===== src/rtl/uwr_pkg.sv =====
package uwr_pkg;
  // Widest character the receiver assembles
  localparam int unsigned UWR_MAX_DATA = 9;

  typedef enum logic [0:0] {
    FR_HUNT  = 1'b0,
    FR_FRAME = 1'b1
  } fr_state_e;
endpackage


===== src/rtl/uwr_sync.sv =====
module uwr_sync #(
  parameter int unsigned STAGES = 2
) (
  input  logic clk,
  input  logic rst_n,
  input  logic d_in,
  output logic q_out
);
  logic [STAGES-1:0] chain_q;
  logic [STAGES-1:0] chain_d;

  always_comb chain_d = {chain_q[STAGES-2:0], d_in};

  always_ff @(posedge clk or negedge rst_n) begin
    if (!rst_n) chain_q <= '1;   // line rests high
    else        chain_q <= chain_d;
  end

  assign q_out = chain_q[STAGES-1];
endmodule


===== src/rtl/uwr_deframer.sv =====
module uwr_deframer
  import uwr_pkg::*;
#(
  parameter int unsigned OVS = 16,
  parameter int unsigned DW  = UWR_MAX_DATA
) (
  input  logic          clk,
  input  logic          rst_n,
  input  logic          tick,
  input  logic          line,
  input  logic          nine_bit,
  output logic          done,
  output logic [DW-1:0] word,
  output logic          stop_bit,
  output logic          noisy
);
  localparam int unsigned PW  = $clog2(OVS);
  localparam int unsigned CW  = $clog2(DW + 2);
  localparam int unsigned MID = OVS / 2;

  fr_state_e     state_q, state_d;
  logic [PW-1:0] ph_q, ph_d;
  logic [CW-1:0] cnt_q, cnt_d;
  logic [1:0]    samp_q, samp_d;
  logic [DW-1:0] word_q, word_d;
  logic          noisy_q, noisy_d;
  logic          stop_q, stop_d;
  logic          done_q, done_d;
  logic          vote, split;
  logic [CW-1:0] stop_idx;

  assign vote     = (samp_q[0] & samp_q[1]) | (samp_q[0] & line) | (samp_q[1] & line);
  assign split    = !((samp_q[0] == samp_q[1]) && (samp_q[1] == line));
  assign stop_idx = nine_bit ? CW'(DW + 1) : CW'(DW);

  always_comb begin
    state_d = state_q;
    ph_d    = ph_q;
    cnt_d   = cnt_q;
    samp_d  = samp_q;
    word_d  = word_q;
    noisy_d = noisy_q;
    stop_d  = stop_q;
    done_d  = 1'b0;
    if (tick) begin
      unique case (state_q)
        FR_HUNT: begin
          if (!line) begin
            state_d = FR_FRAME;
            ph_d    = '0;
            cnt_d   = '0;
            word_d  = '0;
            noisy_d = 1'b0;
          end
        end
        FR_FRAME: begin
          ph_d = ph_q + 1'b1;
          if (ph_q == PW'(MID - 2)) samp_d[0] = line;
          if (ph_q == PW'(MID - 1)) samp_d[1] = line;
          if (ph_q == PW'(MID)) begin
            if (split) noisy_d = 1'b1;
            if (cnt_q == '0) begin
              if (vote) state_d = FR_HUNT;       // false start
            end else if (cnt_q == stop_idx) begin
              done_d  = 1'b1;
              stop_d  = vote;
              state_d = FR_HUNT;
            end else begin
              word_d[cnt_q - 1'b1] = vote;
            end
          end
          if (ph_q == PW'(OVS - 1)) cnt_d = cnt_q + 1'b1;
        end
        default: state_d = FR_HUNT;
      endcase
    end
  end

  always_ff @(posedge clk or negedge rst_n) begin
    if (!rst_n) begin
      state_q <= FR_HUNT;
      ph_q    <= '0;
      cnt_q   <= '0;
      samp_q  <= '1;
      word_q  <= '0;
      noisy_q <= 1'b0;
      stop_q  <= 1'b1;
      done_q  <= 1'b0;
    end else begin
      state_q <= state_d;
      ph_q    <= ph_d;
      cnt_q   <= cnt_d;
      samp_q  <= samp_d;
      word_q  <= word_d;
      noisy_q <= noisy_d;
      stop_q  <= stop_d;
      done_q  <= done_d;
    end
  end

  assign done     = done_q;
  assign word     = word_q;
  assign stop_bit = stop_q;
  assign noisy    = noisy_q;

  // bit index never runs past the stop position of a 9-bit frame
  a_r3_index_bound: assert property (@(posedge clk) disable iff (!rst_n)
    (state_q == FR_FRAME) |-> (cnt_q <= CW'(DW + 1)));

  // one completion strobe per character
  a_r2_done_single: assert property (@(posedge clk) disable iff (!rst_n)
    done_q |=> !done_q);
endmodule


===== src/rtl/uwr_idle_timer.sv =====
module uwr_idle_timer
  import uwr_pkg::*;
#(
  parameter int unsigned OVS = 16,
  parameter int unsigned DW  = UWR_MAX_DATA
) (
  input  logic clk,
  input  logic rst_n,
  input  logic tick,
  input  logic line,
  input  logic nine_bit,
  output logic idle_pulse
);
  localparam int unsigned TW = $clog2((DW + 2) * OVS + 1);

  logic [TW-1:0] cnt_q, cnt_d;
  logic [TW-1:0] limit;
  logic          pulse_q, pulse_d;

  assign limit = nine_bit ? TW'((DW + 2) * OVS) : TW'((DW + 1) * OVS);

  always_comb begin
    cnt_d   = cnt_q;
    pulse_d = 1'b0;
    if (tick) begin
      if (!line) begin
        cnt_d = '0;
      end else if (cnt_q < limit) begin
        cnt_d   = cnt_q + 1'b1;
        pulse_d = (cnt_q == limit - 1'b1);
      end
    end
  end

  always_ff @(posedge clk or negedge rst_n) begin
    if (!rst_n) begin
      cnt_q   <= TW'((DW + 2) * OVS);   // start saturated: no event out of reset
      pulse_q <= 1'b0;
    end else begin
      cnt_q   <= cnt_d;
      pulse_q <= pulse_d;
    end
  end

  assign idle_pulse = pulse_q;

  // one idle event per high stretch
  a_r7_pulse_single: assert property (@(posedge clk) disable iff (!rst_n)
    pulse_q |=> !pulse_q);
endmodule


===== src/rtl/uwr_rx_top.sv =====
module uwr_rx_top
  import uwr_pkg::*;
#(
  parameter int unsigned OVS     = 16,
  parameter int unsigned SYNC_FF = 2
) (
  input  logic       clk,
  input  logic       rst_n,
  input  logic       rx_in,
  input  logic       os_tick,
  input  logic       nine_bit,
  input  logic       wake_mode,
  input  logic       wake_set,
  input  logic       wake_clr,
  input  logic       flags_clr,
  output logic [7:0] rx_data,
  output logic       rx_bit8,
  output logic       rx_full,
  output logic       rx_idle,
  output logic       rx_overrun,
  output logic       rx_noise,
  output logic       rx_frame_err,
  output logic       wake_bit
);
  localparam int unsigned DW = UWR_MAX_DATA;

  logic          line_s;
  logic          fr_done, fr_stop, fr_noisy, idle_ev;
  logic [DW-1:0] fr_word;

  uwr_sync #(.STAGES(SYNC_FF)) u_sync (
    .clk(clk), .rst_n(rst_n), .d_in(rx_in), .q_out(line_s)
  );

  uwr_deframer #(.OVS(OVS), .DW(DW)) u_deframer (
    .clk(clk), .rst_n(rst_n), .tick(os_tick), .line(line_s), .nine_bit(nine_bit),
    .done(fr_done), .word(fr_word), .stop_bit(fr_stop), .noisy(fr_noisy)
  );

  uwr_idle_timer #(.OVS(OVS), .DW(DW)) u_idle (
    .clk(clk), .rst_n(rst_n), .tick(os_tick), .line(line_s), .nine_bit(nine_bit),
    .idle_pulse(idle_ev)
  );

  logic [7:0] data_q, data_d;
  logic       b8_q, b8_d;
  logic       full_q, full_d, idle_q, idle_d, ovr_q, ovr_d;
  logic       nf_q, nf_d, fe_q, fe_d, armed_q, armed_d;
  logic       wake_q, wake_d;
  logic       top_bit, addr_hit, idle_hit, hw_wake, accept;

  assign top_bit  = nine_bit ? fr_word[DW-1] : fr_word[DW-2];
  assign addr_hit = wake_mode && fr_done && top_bit;
  assign idle_hit = !wake_mode && idle_ev;
  assign hw_wake  = wake_q && (addr_hit || idle_hit);
  assign accept   = fr_done && (!wake_q || addr_hit);

  always_comb begin
    wake_d = wake_q;
    if (wake_clr || hw_wake) wake_d = 1'b0;
    else if (wake_set)       wake_d = 1'b1;
  end

  always_comb begin
    data_d  = data_q;
    b8_d    = b8_q;
    armed_d = armed_q;
    full_d  = flags_clr ? 1'b0 : full_q;
    idle_d  = flags_clr ? 1'b0 : idle_q;
    ovr_d   = flags_clr ? 1'b0 : ovr_q;
    nf_d    = flags_clr ? 1'b0 : nf_q;
    fe_d    = flags_clr ? 1'b0 : fe_q;
    if (accept) begin
      armed_d = 1'b1;
      if (full_d) begin
        ovr_d = 1'b1;
      end else begin
        data_d = fr_word[7:0];
        b8_d   = nine_bit & fr_word[DW-1];
        full_d = 1'b1;
        nf_d   = fr_noisy;
        fe_d   = !fr_stop;
      end
    end else if (idle_ev && !wake_q && armed_q) begin
      idle_d  = 1'b1;
      armed_d = 1'b0;
    end
  end

  always_ff @(posedge clk or negedge rst_n) begin
    if (!rst_n) begin
      data_q  <= '0;
      b8_q    <= 1'b0;
      full_q  <= 1'b0;
      idle_q  <= 1'b0;
      ovr_q   <= 1'b0;
      nf_q    <= 1'b0;
      fe_q    <= 1'b0;
      armed_q <= 1'b0;
      wake_q  <= 1'b0;
    end else begin
      data_q  <= data_d;
      b8_q    <= b8_d;
      full_q  <= full_d;
      idle_q  <= idle_d;
      ovr_q   <= ovr_d;
      nf_q    <= nf_d;
      fe_q    <= fe_d;
      armed_q <= armed_d;
      wake_q  <= wake_d;
    end
  end

  assign rx_data      = data_q;
  assign rx_bit8      = b8_q;
  assign rx_full      = full_q;
  assign rx_idle      = idle_q;
  assign rx_overrun   = ovr_q;
  assign rx_noise     = nf_q;
  assign rx_frame_err = fe_q;
  assign wake_bit     = wake_q;

  // a receiver that stayed dormant raises no flag
  a_r8_dormant_quiet: assert property (@(posedge clk) disable iff (!rst_n)
    (wake_q && $past(wake_q)) |->
      (!$rose(full_q) && !$rose(idle_q) && !$rose(ovr_q) && !$rose(nf_q) && !$rose(fe_q)));

  // overrun keeps the earlier character
  a_r6_overrun_holds: assert property (@(posedge clk) disable iff (!rst_n)
    $rose(ovr_q) |-> ($stable(data_q) && $stable(b8_q)));

  // the wake bit only drops on a software clear or a hardware wake event
  a_r11_wake_fall_cause: assert property (@(posedge clk) disable iff (!rst_n)
    $fell(wake_q) |-> $past(wake_clr || hw_wake));

  // an address-mark wake leaves a character in the holding register
  a_r10_addr_loads: assert property (@(posedge clk) disable iff (!rst_n)
    (wake_q && addr_hit && !flags_clr) |=> full_q);
endmodule


===== config.mk =====
export PLATFORM = sky130hd
export DESIGN_NAME = uwr_rx_top
export DESIGN_NICKNAME = d
export VERILOG_FILES = /design/src/rtl/uwr_pkg.sv /design/src/rtl/uwr_sync.sv /design/src/rtl/uwr_deframer.sv /design/src/rtl/uwr_idle_timer.sv /design/src/rtl/uwr_rx_top.sv
export SDC_FILE = /design/constraint.sdc
export NUM_CORES = 1
export LEC_CHECK = 0
export ABC_AREA = 0
export CAP_MARGIN = 15
export CORE_ASPECT_RATIO = 1.4
export CORE_MARGIN = 2
export CORE_UTILIZATION = 55
export DETAILED_ROUTE_END_ITERATION = 10
export GPL_ROUTABILITY_DRIVEN = 1
export PLACE_DENSITY = 0.76
export SLEW_MARGIN = 20
export SYNTH_ARGS = -nofsm -noshare
export SYNTH_HDL_FRONTEND = slang
export SYNTH_SLANG_ARGS = --single-unit

===== constraint.sdc =====
create_clock -name clk -period 2.6 [get_ports clk]
set_input_delay 0.26 -clock clk [delete_from_list [all_inputs] [get_ports clk]]
set_output_delay 0.26 -clock clk [all_outputs]
set_load 0.02 [all_outputs]

# Word-level counts from Yosys, hierarchy flattened
# Index checks and enable logic that the tools add are counted.
# totals
regBits,50
input_bits,9
output_inout_bits,15
wordCells,133
# op_classes
add_sub_neg,5
order_cmp,3
eq_ne,15
muxes,53
bitwise,9
n_reduce_logical,27
# ops
cell,count
$mux 1,36
$mux 9,4
$pmux 9 s2,1
$mux 8,2
$pmux 4 s2,2
$ne 2x2->1 const B,6
$reduce_and 5->1,2
$bwmux 9,1
$logic_and 1x1->1,9
$reduce_and 3->1,3
$add 4x1->4 const B,2
$add 8x1->8 const B,1
$eq 4x3->1 const B,2
$eq 4x4->1 const B,2
$eq 8x8->1,1
$lt 8x8->1,1
$mux 4,2
$sub 8x1->8 const B,1
$reduce_and 2->1,3
$lt 4x5->1 const B,1
$mux 5,1
$and 1x1->1,4
$demux 1 s4,1
$eq 4x4->1,1
other kinds (13),23

# Longest topological paths before layout
# logic_depth
ltp_word,10
mapped_depth,8

# Hierarchy
# From an unflattened synthesis, not the netlist that was laid out.
# unflattened
hier_cells,265
hier_area_um2,2745.1
# by_module_without_submodules
mod,n_inst,cells_each,area_per_inst_um2,seq_area_each_um2
uwr_deframer,1,152,1490.2,579.3
uwr_rx_top,1,55,698.2,400.4
uwr_idle_timer,1,56,504.2,229.0
uwr_sync,1,2,52.6,52.6

# Least setup slack after synthesis
# OpenSTA, ideal clock, no wires.
# synth_timing
path_type,register to register
startpoint,register u_deframer.cnt_q[0]
endpoint,"register u_deframer.word_q[7], in the netlist u_deframer.word[7]"
setup_ns,0.082
t_arrival_ns,1.837
required_time_ns,2.518
slack_ns,0.680
stages_incl_launch_ff,9
path_buffers,1
path_cell_list,dfrtp_1 buf_2 inv_1 ha_1 nand2b_1 o31ai_2 o21ai_0 or2_2 o22ai_1
# synth_via
elab_chain_len,10
# synth_rtl
element,line,text
start: declaration,uwr_deframer.sv:23,"logic [CW-1:0] cnt_q, cnt_d;"
start signal: assignment,uwr_deframer.sv:92,cnt_q <= cnt_d;
$sub 4x1->4,uwr_deframer.sv:69,word_d[cnt_q - 1'b1] = vote;
$lt 4x5->1 (implied by the code) / $ge 4x1->1 (equally long branches),uwr_deframer.sv:69,
$logic_and 1x1->1 (implied by the code),uwr_deframer.sv:69,
$mux 1 (implied by the code),uwr_deframer.sv:69,
$demux 1 s4,-,
$bwmux 9,uwr_deframer.sv:69,
$mux 9,uwr_deframer.sv:64,end else if (cnt_q == stop_idx) begin
$mux 9,uwr_deframer.sv:62,if (cnt_q == '0) begin
$mux 9,uwr_deframer.sv:60,if (ph_q == PW'(MID)) begin
$pmux 9 s2,uwr_deframer.sv:46,unique case (state_q)
end signal: assignment,uwr_deframer.sv:94,word_q <= word_d;
end: declaration,uwr_deframer.sv:25,"logic [DW-1:0] word_q, word_d;"
# Parallel ways exist; a longest one is shown, timed or not. The select of a mux whose other input is x is not followed.
# A chain may end at the register's enable or synchronous reset.

# Worst setup path after layout
# Same ends and word-level chain as after synthesis.

==> qor.csv <==
stage;metric;value;unit
die;core;0.00457;mm²
die;io_pins;24;
sta;tightest_slew;0.603;ns
power_and_ir_drop;ir_drop;0.407;mV
synth;synthXorXnorAreaFrac;2.66;%
route;drt_iter0_markers;86;
synth;ys_ff_latch;50;
place;numPortBuffers;23;
sta;fin_crit_sh;85.3;%
synth;ys.flop_type;dfrtp_1;
die;die_y;85.9;µm
sta;rsz0062_at_grt;false;
route;drt-total-wl;4.87;mm
global_route;antenna_found_initial;0;
sta;finalCriticalPeriod;2.22;ns
status;failed_checks;hold timing;
critical_path;critPathCaptureType;flip-flop;
layout;drive_gt1_share;14.6;%
critical_path;cp.required;2.83;ns
route;drc;0;
synth;ys_types;51;
synth;async_reset_ff_share;100;%
synth;syn-num-nets;285;
clock_tree;clock-sinks;50;
synth;synth_commonest_cells;dfrtp_1, nand2_1, inv_1, nor2_1;
power_and_ir_drop;power_density;774;mW/mm²
route;vias;1963;
global_route;grt_first_pass_wirelength;8.40;mm
layout;area_growth;14.6;%
min_path;hold_path.class;primary input to asynchronous set/reset pin;
synth;syn_inst;264;
die;fp-row-count;29;
die;die_w;62.5;µm
synth;synth_most_common_cell;dfrtp_1;
route;viasPerCell;5.62;
sta;setup_viol;0;
critical_path;crit_type;flip-flop to flip-flop;
synth;synth_compound_area_share;18.7;%
synth;synth_top_family_by_area;compound AO/OA/AOI/OAI gates;
critical_path;crit_chain;inv_1 > ha_1 > o21bai_1 > a311o_2 > nand3_1 > or2_2 > o22ai_1;
route;wl_per_cell;14.0;µm
global_route;grt_max_degree;49;
sta;relSlewSlack;59.5;%
clock_tree;cts_buffers;5;
critical_path;rr_worst_depth;7;
layout;fin_util;66.1;%
synth;syn-mean-instance-area;9.99;µm²
route;antenna_left;0;
synth;synth-adder-area-share;5.70;%
clock_tree;clk_path_buf_depth;2;
synth;synth_area_leader_cell;dfrtp_1;
clock_tree;cts_root_buffer;clkbuf_8;
place;place_hpwl;3.41;mm
place;place_inst;342;
sta;max_freq;0.451;GHz
place;gp_congestion;0.791;
sta;finalMaxSlewViolations;0;
synth;synthTopCellsByArea;dfrtp_1, dfstp_2, ha_1;
clock_tree;cts_resized;0;
synth;seq_area_frac_synth;47.8;%
die;start_util;57.7;%
power_and_ir_drop;leakage;1.35;nW
synth;synth_warnings;0;
die;die_area;0.00537;mm²
clock_tree;post_cts_buffers;0;
clock_tree;worstSkewPairLatency;0.30;ns
global_route;grt_usage;19.5;%
synth;synthMuxAreaShare;4.08;%
layout;num-nets-final;308;
critical_path;crit_path_start_kind;flip-flop;
synth;netlist.area_leader.share;39.9;%
sta;whs;-0.0460;ns
global_route;grt_pass1_vias;1922;
status;status;finished, violations left;
sta;finalHoldViolations;42;
clock_tree;cts_tree;yes;
layout;diodes;0;
critical_path;critPathMaxFanout;12;
synth;synth-simple-area-share;15.0;%
clock_tree;hold_buffers;0;
route;drt-pass1-iter-count;4;
layout;instances_no_fill;349;
synth;syn_area;0.00264;mm²
synth;synth_edf_count;0;
job;maxCapViolCount;0;
critical_path;critical-path-slowest-cell;dfrtp_1;
critical_path;critPathArrivalTime;2.45;ns
sta;tns;0;ns
critical_path;cp_slowest_stage_delay;0.57;ns
clock_tree;path_clk_slew;0.09;ns
sta;skew;0.00670;ns
clock_tree;htree_levels;2;
global_route;grt_overflow;0;
cells in the final DEF, fill, tap and decap left out, drive strengths merged, types with 7 or more instances in the layout:
cell	count
dfstp	8
inv	24
a21oi	13
nand2	26
clkdlybuf4s50	22
nand3	13
ha	12
dfrtp	42
nor2	14
o22ai	9
o21ai	23
mux2	7
metal layers:
| metal | track usage, % | part of all wire, % | up-vias |
|---|---|---|---|
| li1 | - | - | 970 |
| met1 | 22.5 | 42 | 946 |
| met2 | 35.7 | 53 | 42 |
| met3 | 3.28 | 3.9 | 5 |
| met4 | 8.08 | 1.3 | 0 |
| met5 | 0 | 0 | - |
worst paths after layout:
path                                       to                 from  slack (ns)
max in group asynchronous   u_sync.chain_q[1]                rst_n        2.07
min in group clk            u_sync.chain_q[0]                rx_in        0.36
hold / removal                     rx_overrun                rst_n       -0.05
hold reg to reg             u_sync.chain_q[1]    u_sync.chain_q[0]        0.36
setup / recovery           u_deframer.word[7]  u_deframer.cnt_q[0]        0.38
setup reg to reg           u_deframer.word[7]  u_deframer.cnt_q[0]        0.38
sequential cells by signal, indices dropped and copies added, names as in the netlist, 2 cells and up:
register and count:
rx_data 8, u_deframer.cnt_q 4, u_deframer.ph_q 4, u_deframer.samp_q 2
u_deframer.word 9, u_idle.cnt_q 8, u_sync.chain_q 2
area by class of cell:
type                       instances  area [µm²]
sequential                        50        1260
clock buffer                       6        82.6
multi-input combinational        178        1210
clock inverter                     1        30.0
timing repair buffer              28         265
fill                             395        1550
inverter                          24        90.1
tap                               62        77.6
kinds of logic after synthesis:
logic type               count (synthesis)
XOR/XNOR                                 8
AND/OR/NAND/NOR                         79
multiplexers                             8
buffers and inverters                   36
flip-flops                              50
AO/OA/AOI/OAI                           71
adder cells (fa/ha/maj)                 12
through the flow:
stage	total power [mW]	hold slack (ns)	area, µm²	setup slack (ns)
floorplan	1.61	-0.0356	2640	0.680
global placement	1.77	0.349	2910	0.448
detailed placement	1.79	0.350	2910	0.405
CTS	2.36	0.172	3020	0.405
global route	2.49	0.00829	3020	0.221
finish	2.34	-0.0460	3020	0.381
critical path, delay by kind of cell (launching register included):
kind	cells	cell delay [ns]
AOI/OAI and AO/OA	3	0.48
adders and majority gates	1	0.30
buffers and inverters	1	0.20
DFF	1	0.57
and+or+nand+nor	2	0.59
where the power goes:
| group | total (mW) | switching, mW | leakage (nW) | internal [mW] |
|---|---|---|---|---|
| clock network | 0.560 | 0.252 | 0.0573 | 0.308 |
| logic | 0.686 | 0.395 | 0.695 | 0.291 |
| registers | 1.09 | 0.153 | 0.600 | 0.940 |
| total | 2.34 | 0.800 | 1.35 | 1.54 |
Note: power is estimated with default switching activity, not from simulation.
